===== config.mk =====
export PLATFORM = sky130hd
export DESIGN_NAME = cuhs_top
export DESIGN_NICKNAME = d
export VERILOG_FILES = /design/src/rtl/cuhs_pkg.sv /design/src/rtl/cuhs_ctrl.sv /design/src/rtl/cuhs_dpath.sv /design/src/rtl/cuhs_top.sv
export SDC_FILE = /design/constraint.sdc
export NUM_CORES = 1
export LEC_CHECK = 0
export BUFFER_PORTS_ARGS = -buffer_cell sky130_fd_sc_hd__buf_2
export CORE_ASPECT_RATIO = 0.6
export CORE_MARGIN = 1.5
export CORE_UTILIZATION = 45
export DETAILED_ROUTE_END_ITERATION = 8
export GPL_ROUTABILITY_DRIVEN = 0
export MAX_ROUTING_LAYER = met4
export PLACE_DENSITY = 0.76
export SETUP_SLACK_MARGIN = 0.02
export SKIP_LAST_GASP = 1
export SLEW_MARGIN = 20
export SYNTH_ARGS = -nofsm -noshare
export SYNTH_HDL_FRONTEND = slang
export SYNTH_SLANG_ARGS = --single-unit

===== constraint.sdc =====
create_clock -name clk -period 2.1 [get_ports clk]
set_clock_uncertainty 0.2 [all_clocks]
set_input_delay 0.105 -clock clk [delete_from_list [all_inputs] [get_ports clk]]
set_output_delay 0.105 -clock clk [all_outputs]
set_load 0.1 [all_outputs]

===== src/rtl/cuhs_pkg.sv =====
package cuhs_pkg;

  typedef enum logic [2:0] {
    ST_IDLE  = 3'd0,
    ST_READ  = 3'd1,
    ST_SEND  = 3'd2,
    ST_WAIT  = 3'd3,
    ST_WRITE = 3'd4
  } cuState_e;

  // strobes from control to datapath
  typedef struct packed {
    logic latchOp;
    logic capRes;
    logic drvRes;
    logic dropRes;
  } cuStrobe_t;

endpackage


===== src/rtl/cuhs_ctrl.sv =====
module cuhs_ctrl
  import cuhs_pkg::*;
#(
  parameter int NUM_SRC = 3
) (
  input  logic               clk,
  input  logic               rst,
  input  logic               issueIn,
  input  logic               killIn,
  input  logic [NUM_SRC-1:0] rdGntIn,
  input  logic               shadowN,
  input  logic               wrGntIn,
  input  logic               aluReadyIn,
  input  logic               aluResValidIn,
  output logic               busyOut,
  output logic [NUM_SRC-1:0] rdReqOut,
  output logic               wrReqOut,
  output logic               aluValidOut,
  output logic               aluResReadyOut,
  output cuStrobe_t          strobe,
  output logic [NUM_SRC-1:0] srcLatch
);

  localparam logic [NUM_SRC-1:0] ALL_SRC = {NUM_SRC{1'b1}};

  cuState_e           state, nextState;
  logic [NUM_SRC-1:0] pending, nextPending;
  logic [NUM_SRC-1:0] grantHit;
  logic               killHit;

  always_comb begin
    busyOut        = (state != ST_IDLE);
    killHit        = killIn && busyOut;
    rdReqOut       = (state == ST_READ) ? pending : '0;
    grantHit       = rdReqOut & rdGntIn;
    aluValidOut    = (state == ST_SEND);
    aluResReadyOut = (state == ST_WAIT);
    wrReqOut       = (state == ST_WRITE) && shadowN;

    srcLatch       = grantHit;
    strobe.latchOp = (state == ST_IDLE) && issueIn;
    strobe.capRes  = (state == ST_WAIT) && aluResValidIn && !killHit;
    strobe.drvRes  = wrReqOut && wrGntIn && !killHit;
    strobe.dropRes = killHit;
  end

  always_comb begin
    nextState   = state;
    nextPending = pending;
    unique case (state)
      ST_IDLE: if (issueIn) begin
        nextState   = ST_READ;
        nextPending = ALL_SRC;
      end
      ST_READ: begin
        nextPending = pending & ~grantHit;
        if (nextPending == '0) nextState = ST_SEND;
      end
      ST_SEND:  if (aluReadyIn) nextState = ST_WAIT;
      ST_WAIT:  if (aluResValidIn) nextState = ST_WRITE;
      ST_WRITE: if (wrReqOut && wrGntIn) nextState = ST_IDLE;
      default:  nextState = ST_IDLE;
    endcase
    if (killHit) begin
      nextState   = ST_IDLE;
      nextPending = '0;
    end
  end

  always_ff @(posedge clk) begin
    if (rst) begin
      state   <= ST_IDLE;
      pending <= '0;
    end else begin
      state   <= nextState;
      pending <= nextPending;
    end
  end

  // busy follows an accepted issue
  assert_busy_after_issue_R2: assert property (@(posedge clk) disable iff (rst)
    (issueIn && !busyOut) |=> busyOut);

  // no read request while idle
  assert_no_read_idle_R3: assert property (@(posedge clk) disable iff (rst)
    !busyOut |-> (rdReqOut == '0));

  // each read request drops after its grant
  for (genvar i = 0; i < NUM_SRC; i++) begin : g_rdChk
    assert_read_drop_R4: assert property (@(posedge clk) disable iff (rst)
      (rdReqOut[i] && rdGntIn[i]) |=> !rdReqOut[i]);
  end

  // valid towards the ALU is held until ready
  assert_valid_hold_R5: assert property (@(posedge clk) disable iff (rst)
    (aluValidOut && !aluReadyIn && !killIn) |=> aluValidOut);

  // write request never rises under shadow
  assert_shadow_hold_R7: assert property (@(posedge clk) disable iff (rst)
    !wrReqOut |=> (shadowN || !wrReqOut));

  // write grant ends the operation
  assert_write_done_R8: assert property (@(posedge clk) disable iff (rst)
    (wrReqOut && wrGntIn && !killIn) |=> (!busyOut && !wrReqOut));

  // kill returns to idle
  assert_kill_idle_R9: assert property (@(posedge clk) disable iff (rst)
    (killIn && busyOut) |=> (!busyOut && rdReqOut == '0 && !wrReqOut && !aluValidOut));

endmodule


===== src/rtl/cuhs_dpath.sv =====
module cuhs_dpath
  import cuhs_pkg::*;
#(
  parameter int NUM_SRC = 3,
  parameter int DATA_W  = 16,
  parameter int OP_W    = 4
) (
  input  logic                      clk,
  input  logic                      rst,
  input  cuStrobe_t                 strobe,
  input  logic [NUM_SRC-1:0]        srcLatch,
  input  logic [OP_W-1:0]           opIn,
  input  logic [NUM_SRC*DATA_W-1:0] srcIn,
  input  logic [DATA_W-1:0]         aluResIn,
  output logic [OP_W-1:0]           aluOpOut,
  output logic [NUM_SRC*DATA_W-1:0] aluOperandsOut,
  output logic [DATA_W-1:0]         resultOut
);

  logic [OP_W-1:0]   opReg;
  logic [DATA_W-1:0] heldRes;
  logic [DATA_W-1:0] resultReg;

  always_ff @(posedge clk) begin
    if (rst) opReg <= '0;
    else if (strobe.latchOp) opReg <= opIn;
  end

  for (genvar i = 0; i < NUM_SRC; i++) begin : g_src
    logic [DATA_W-1:0] held;
    always_ff @(posedge clk) begin
      if (rst) held <= '0;
      else if (srcLatch[i]) held <= srcIn[i*DATA_W +: DATA_W];
    end
    assign aluOperandsOut[i*DATA_W +: DATA_W] = held;
  end

  always_ff @(posedge clk) begin
    if (rst) begin
      heldRes   <= '0;
      resultReg <= '0;
    end else begin
      if (strobe.dropRes)     heldRes <= '0;
      else if (strobe.capRes) heldRes <= aluResIn;
      if (strobe.drvRes) resultReg <= heldRes;
    end
  end

  assign aluOpOut  = opReg;
  assign resultOut = resultReg;

  // the driven result is the held one
  assert_result_drive_R8: assert property (@(posedge clk) disable iff (rst)
    strobe.drvRes |=> (resultOut == $past(heldRes)));

  // a kill leaves the result port alone
  assert_kill_keep_R9: assert property (@(posedge clk) disable iff (rst)
    (strobe.dropRes && !strobe.drvRes) |=> $stable(resultOut));

endmodule


===== src/rtl/cuhs_top.sv =====
module cuhs_top
  import cuhs_pkg::*;
#(
  parameter int NUM_SRC = 3,
  parameter int DATA_W  = 16,
  parameter int OP_W    = 4
) (
  input  logic                      clk,
  input  logic                      rst,
  input  logic                      issueIn,
  input  logic [OP_W-1:0]           opIn,
  output logic                      busyOut,
  output logic [NUM_SRC-1:0]        rdReqOut,
  input  logic [NUM_SRC-1:0]        rdGntIn,
  input  logic [NUM_SRC*DATA_W-1:0] srcIn,
  input  logic                      killIn,
  input  logic                      shadowN,
  output logic                      wrReqOut,
  input  logic                      wrGntIn,
  output logic [DATA_W-1:0]         resultOut,
  output logic                      aluValidOut,
  input  logic                      aluReadyIn,
  output logic [OP_W-1:0]           aluOpOut,
  output logic [NUM_SRC*DATA_W-1:0] aluOperandsOut,
  input  logic                      aluResValidIn,
  input  logic [DATA_W-1:0]         aluResIn,
  output logic                      aluResReadyOut
);

  cuStrobe_t          strobe;
  logic [NUM_SRC-1:0] srcLatch;

  cuhs_ctrl #(.NUM_SRC(NUM_SRC)) ctrl (
    .clk(clk), .rst(rst), .issueIn(issueIn), .killIn(killIn),
    .rdGntIn(rdGntIn), .shadowN(shadowN), .wrGntIn(wrGntIn),
    .aluReadyIn(aluReadyIn), .aluResValidIn(aluResValidIn),
    .busyOut(busyOut), .rdReqOut(rdReqOut), .wrReqOut(wrReqOut),
    .aluValidOut(aluValidOut), .aluResReadyOut(aluResReadyOut),
    .strobe(strobe), .srcLatch(srcLatch)
  );

  cuhs_dpath #(.NUM_SRC(NUM_SRC), .DATA_W(DATA_W), .OP_W(OP_W)) dpath (
    .clk(clk), .rst(rst), .strobe(strobe), .srcLatch(srcLatch),
    .opIn(opIn), .srcIn(srcIn), .aluResIn(aluResIn),
    .aluOpOut(aluOpOut), .aluOperandsOut(aluOperandsOut),
    .resultOut(resultOut)
  );

  // operation code stable while busy
  assert_op_stable_R10: assert property (@(posedge clk) disable iff (rst)
    busyOut |=> (!busyOut || $stable(aluOpOut)));

endmodule


======== After elaboration in Yosys (flattened, before gate mapping) ========
Index checks and enable logic that the tools add are counted.
storage, ports and cells
  flip-flop bits (word level) ............. 90
  input port bits ......................... 79
  output and inout port bits .............. 75
operators by class
  eq/ne operators ......................... 9
  muxes and demuxes ....................... 9
  bitwise gates (word level) .............. 3
  reductions and logical operators ........ 15
operators by type and width
  kind                                                                   count
  3-bit two-way mux                                                      7
  3-bit one-hot mux with 5 select lines                                  1
  2-bit != test, second input constant                                   4
  1-bit logical AND                                                      7
  3-bit AND                                                              2
  3-bit by 2-bit equality test with 1-bit output, second input constant  2
  3-bit zero test                                                        2
  3-bit one-hot mux with 2 select lines                                  1
  5-bit AND reduction                                                    1
  3-bit by 1-bit equality test with 1-bit output, second input constant  1
  3-bit equality test, second input constant                             1
  3-bit NOT                                                              1
  3-bit nonzero test                                                     1
  2-bit by 1-bit != test with 1-bit output, second input constant        1
  2-bit AND reduction                                                    1
  2-bit nonzero test                                                     1
  2-bit OR reduction                                                     1
  1-bit zero test                                                        1

======== Depth between registers and ports, before layout ========
  depth in word-level cells ............... 8
  gate-level depth with buffers ........... 7
  gate-level depth less buffers ........... 4

======== Cells and area by module ========
Synthesis repeated with hierarchy kept, for this count alone.
unflattened totals
  cells, all modules ...................... 333
  area total of the unflattened synthesis .. 3453.3 um^2
modules (own cells, without submodules)
  module      instances  cells each  area each (um^2)  sequential area each (um^2)
  cuhs_dpath  1          274         3002.9            1681.6
  cuhs_ctrl   1          59          450.4             120.1

======== Least setup slack after synthesis ========
Ideal clock, no wire load.
  path type ............................... reg2out
  start point ............................. register ctrl.state[1]
  end point ............................... output aluValidOut
  arrival time ............................ 2704 ps
  required time ........................... 1795 ps
  setup slack ............................. -909 ps
  stages on the path, launching flop included .. 3
  cells stage by stage .................... dfxtp_1 -> buf_6 -> nor3b_1
on the way
  cells in the longest elaborated chain, start to end .. 1
RTL lines
  element                                         line             source
  start: declaration                              cuhs_ctrl.sv:26  cuState_e state, nextState;
  start signal: assignment                        cuhs_ctrl.sv:75  state <= nextState;
  3-bit by 2-bit equality test with 1-bit output  cuhs_ctrl.sv:36  aluValidOut = (state == ST_SEND);
  end: declaration                                cuhs_top.sv:21   output logic aluValidOut,
Every way passes these cells.

======== Worst setup path after layout ========
  start point ............................. register ctrl.state[0]
  end point ............................... register dpath.resultReg[3] (netlist: dpath.resultOut[3])
on the way
  cells in the longest elaborated chain, start to end .. 4
RTL lines
  element                                                    line                              source
  3-bit equality test or 3-bit nonzero test (tied branches)  cuhs_ctrl.sv:38, cuhs_ctrl.sv:32
  1-bit logical AND (on tied branches)                       cuhs_ctrl.sv:38, cuhs_ctrl.sv:33
  1-bit logical AND or 1-bit zero test (tied branches)       cuhs_ctrl.sv:43                   strobe.drvRes = wrReqOut && wrGntIn && !killHit;
  1-bit logical AND *                                        cuhs_ctrl.sv:43
  end signal: assignment                                     cuhs_dpath.sv:45                  if (strobe.drvRes) resultReg <= heldRes;
  end: declaration                                           cuhs_dpath.sv:22                  logic [DATA_W-1:0] resultReg;
Every way passes the cells marked *; elsewhere a longest branch is shown, timed or not.
A chain may end at the register's enable or synchronous reset.

==> impl_metrics.json <==
{
  "ir_worst_vdd_mv": 0.438,
  "hold_viol_final": 0,
  "grt.met2_usage_pct": 42.8,
  "cap_viol_max_count": 0,
  "worstPathRequired_ns": 2.09,
  "syn-num-nets": 476,
  "internal_power_w": 0.00303,
  "nNetsFinal": 694,
  "final.setup.tns_ns": 0,
  "antenna_found_initial": 0,
  "clk_root_buffer_cell": "clkbuf_16",
  "cts_buffers": 9,
  "wl_um": 9820,
  "grt.met3_usage_pct": 5.40,
  "track_usage_pct": 24.7,
  "status": "complete, no violations",
  "first_pass_iters": 4,
  "drt-vias-per-instance": 4.83,
  "p_per_area_nw_per_um2": 821,
  "die_y_um": 70.7,
  "cp_max_fo": 16,
  "start_util_pct": 46.9,
  "cts_tree": "yes",
  "slew_violations": 0,
  "drt_iter0_drc": 126,
  "grt_pass1_vias": 3374,
  "numClockSinks": 90,
  "hold_path.class": "input port to register",
  "syn_inst": 397,
  "dp_hpwl_um": 5970,
  "vias": 3500,
  "slowest_delay_ns": 0.31,
  "startpoint_type": "register",
  "switching_share_pct": 30.6,
  "clk_latency_ns": 0.33,
  "setup_violations": 0,
  "insertedDiodeCount": 0,
  "grt_max_degree": 69,
  "crit_family": "simple AND/OR/NAND/NOR gates",
  "p_comb_share_pct": 21.9,
  "path_cells": "buf_4 -> nor3b_4 -> nor3b_2 -> buf_12 -> mux2i_1 -> nor2_1",
  "slowest_stage": "dfxtp_1",
  "drive_above_1_share_pct": 32.7,
  "total_power_w": 0.00437,
  "switchingPower_w": 0.00134,
  "synth_largest_area_cell": "dfxtp_1",
  "portBuffers": 153,
  "cp_data_arrival_time_ns": 1.80,
  "cp-end-kind": "register",
  "synth.distinct_cells": 32,
  "synth.area.mux_share_pct": 6.16,
  "stdcell_count": 724,
  "ios": 154,
  "clockPowerShare_pct": 36.5,
  "synth-adder-area-share_pct": 0,
  "ys_seq_area_share_pct": 52.5,
  "placedCellCount": 633,
  "fin_crit_ns": 1.82,
  "power.leakage_nw": 2.29,
  "crit_type": "register to register",
  "clockBufferDepth": 2,
  "die_w_um": 116,
  "routedWlPerCell_um": 13.6,
  "die_area_um2": 8180,
  "yosys_warnings": 0,
  "antenna_left": 0,
  "synth_top_family_by_area": "simple AND/OR/NAND/NOR gates",
  "pwr-share-seq_pct": 41.6,
  "worst_slew_pin_slew_ns": 0.701,
  "drc": 0,
  "post-route-period-util_pct": 86.5,
  "max_slew_margin_pct": 53.3,
  "grt_remaining_overflow": 0,
  "synth-simple-area-share_pct": 23.6,
  "synth_seq_cells": 90,
  "core_um2": 7330,
  "synth_area_um2": 3430,
  "grt_util_met1_pct": 28.8,
  "postCtsSetupBuffers": 0,
  "area_growth_pct": 55.0,
  "clk_pin_slew_ns": 0.06,
  "gr-max-usage-layer": "met2",
  "rsz0062_at_grt": "false",
  "rows": 24,
  "grt_pass1_wl_um": 15500,
  "htree_num_levels": 3,
  "fmax_mhz": 551,
  "synth_area_leaders": "dfxtp_1, nand2_1, a21oi_1",
  "synthDominantCellAreaShare_pct": 52.5,
  "synth_compound_area_share_pct": 12.2,
  "synth-xor-area-share_pct": 0,
  "worst-path-buf-inv": 2,
  "avgSynthCellArea_um2": 8.65
}
metal layers:
layer  part of all wire (%)  up-vias
met5                      0        -
met4                    1.2        0
met3                    6.1       13
met2                     49      131
met1                     44     1636
li1                       -     1720
Yosys cell counts (all sizes together):
library cell  instances
nand2               134
dfxtp                90
a21oi                70
nor2                 24
buf                  20
mux2i                20
clkbuf                8
and2                  4
nor3b                 4
and3                  3
inv                   3
nand3                 3
nand2b                2
a21o                  1
a222oi                1
a22oi                 1
and3b                 1
mux2                  1
nand4b                1
nor2b                 1
nor3                  1
nor4b                 1
o21ai                 1
or2                   1
or3                   1
logic make-up (layout without fill, tap and decap cells):
kind of cell,after synthesis,count (layout)
flip-flops,90,90
AO/OA/AOI/OAI,74,74
multiplexers,21,21
buffers and inverters,31,254
AND/OR/NAND/NOR,181,181
power by group through the flow:
stage | Sequential [W] | Combinational, W | Clock, W
finish | 0.00182 | 0.000957 | 0.00159
global route | 0.00183 | 0.00101 | 0.00170
CTS | 0.00182 | 0.000947 | 0.00163
detailed placement | 0.00186 | 0.000837 | 0
global placement | 0.00185 | 0.000829 | 0
floorplan | 0.00209 | 0.000417 | 0
flip-flops by register name, indices dropped and copies added (netlist names):
name	count
dpath.g_src.held	48
ctrl.pending	3
dpath.heldRes	16
dpath.aluOpOut	4
ctrl.state	3
dpath.resultOut	16
layout make-up:
type / count / area, um^2
fill: 543 / 2000
timing repair buffer: 235 / 1630
sequential: 90 / 1800
clock inverter: 6 / 63.8
inverter: 3 / 11.3
clock buffer: 10 / 239
multi-input combinational: 276 / 1450
tap: 104 / 130
stage by stage:
step / hold slack [ns] / utilization [%] / worst slack [ns] / cell area, um^2
floorplan: 0.0410 / - / 0.0842 / 3440
global placement: 0.141 / 58.2 / 0.235 / 4260
detailed placement: 0.153 / 58.2 / 0.149 / 4260
CTS: 0.00902 / 72.6 / 0.0495 / 5320
global route: 0.0365 / 72.7 / 0.182 / 5330
finish: 0.0323 / 72.7 / 0.284 / 5330
worst paths after layout:
path	startpoint	end	slack [ns]	depth (start not counted)
max	ctrl.state[0]	dpath.resultOut[3]	0.28	6
min	aluReadyIn	ctrl.state[0]	0.03	4
max reg2reg	ctrl.state[0]	dpath.resultOut[3]	0.28	6
min reg2reg	dpath.g_src[2].held[12]	dpath.g_src[2].held[12]	0.25	2
worst reg2reg max path, delay by kind of cell, from the launching register on:
family,cells,cell delay [ns]
simple gates,3,0.53
buf+inv,2,0.39
mux,1,0.25
flops,1,0.31
what timing repair did:
action                                  4_1_cts  5_1_grt
hold endpoints to repair                     74        0
gates resized for setup                       0        6
endpoints found under the setup margin        0       36
hold buffers                                 75        0
layout by cell type, fill, tap and decap left out, types with 2 or more instances in the layout:
cell type,Yosys,routed
dfxtp_1,90,88
nor3b_2,2,3
clkinv_2,0,2
nand2_1,134,134
mux2i_1,20,20
buf_4,5,6
a21oi_1,60,60
dfxtp_2,0,2
a21oi_2,10,10
nor2_1,23,23
clkinvlp_4,0,2
and3_2,0,3
inv_1,3,3
buf_12,1,4
nand2b_1,2,2
dlygate4sd3_1,0,75
nand3_2,3,3
clkbuf_16,0,9
and2_1,4,4
buf_2,10,149
No activity file was read; power rests on OpenSTA's default activity.
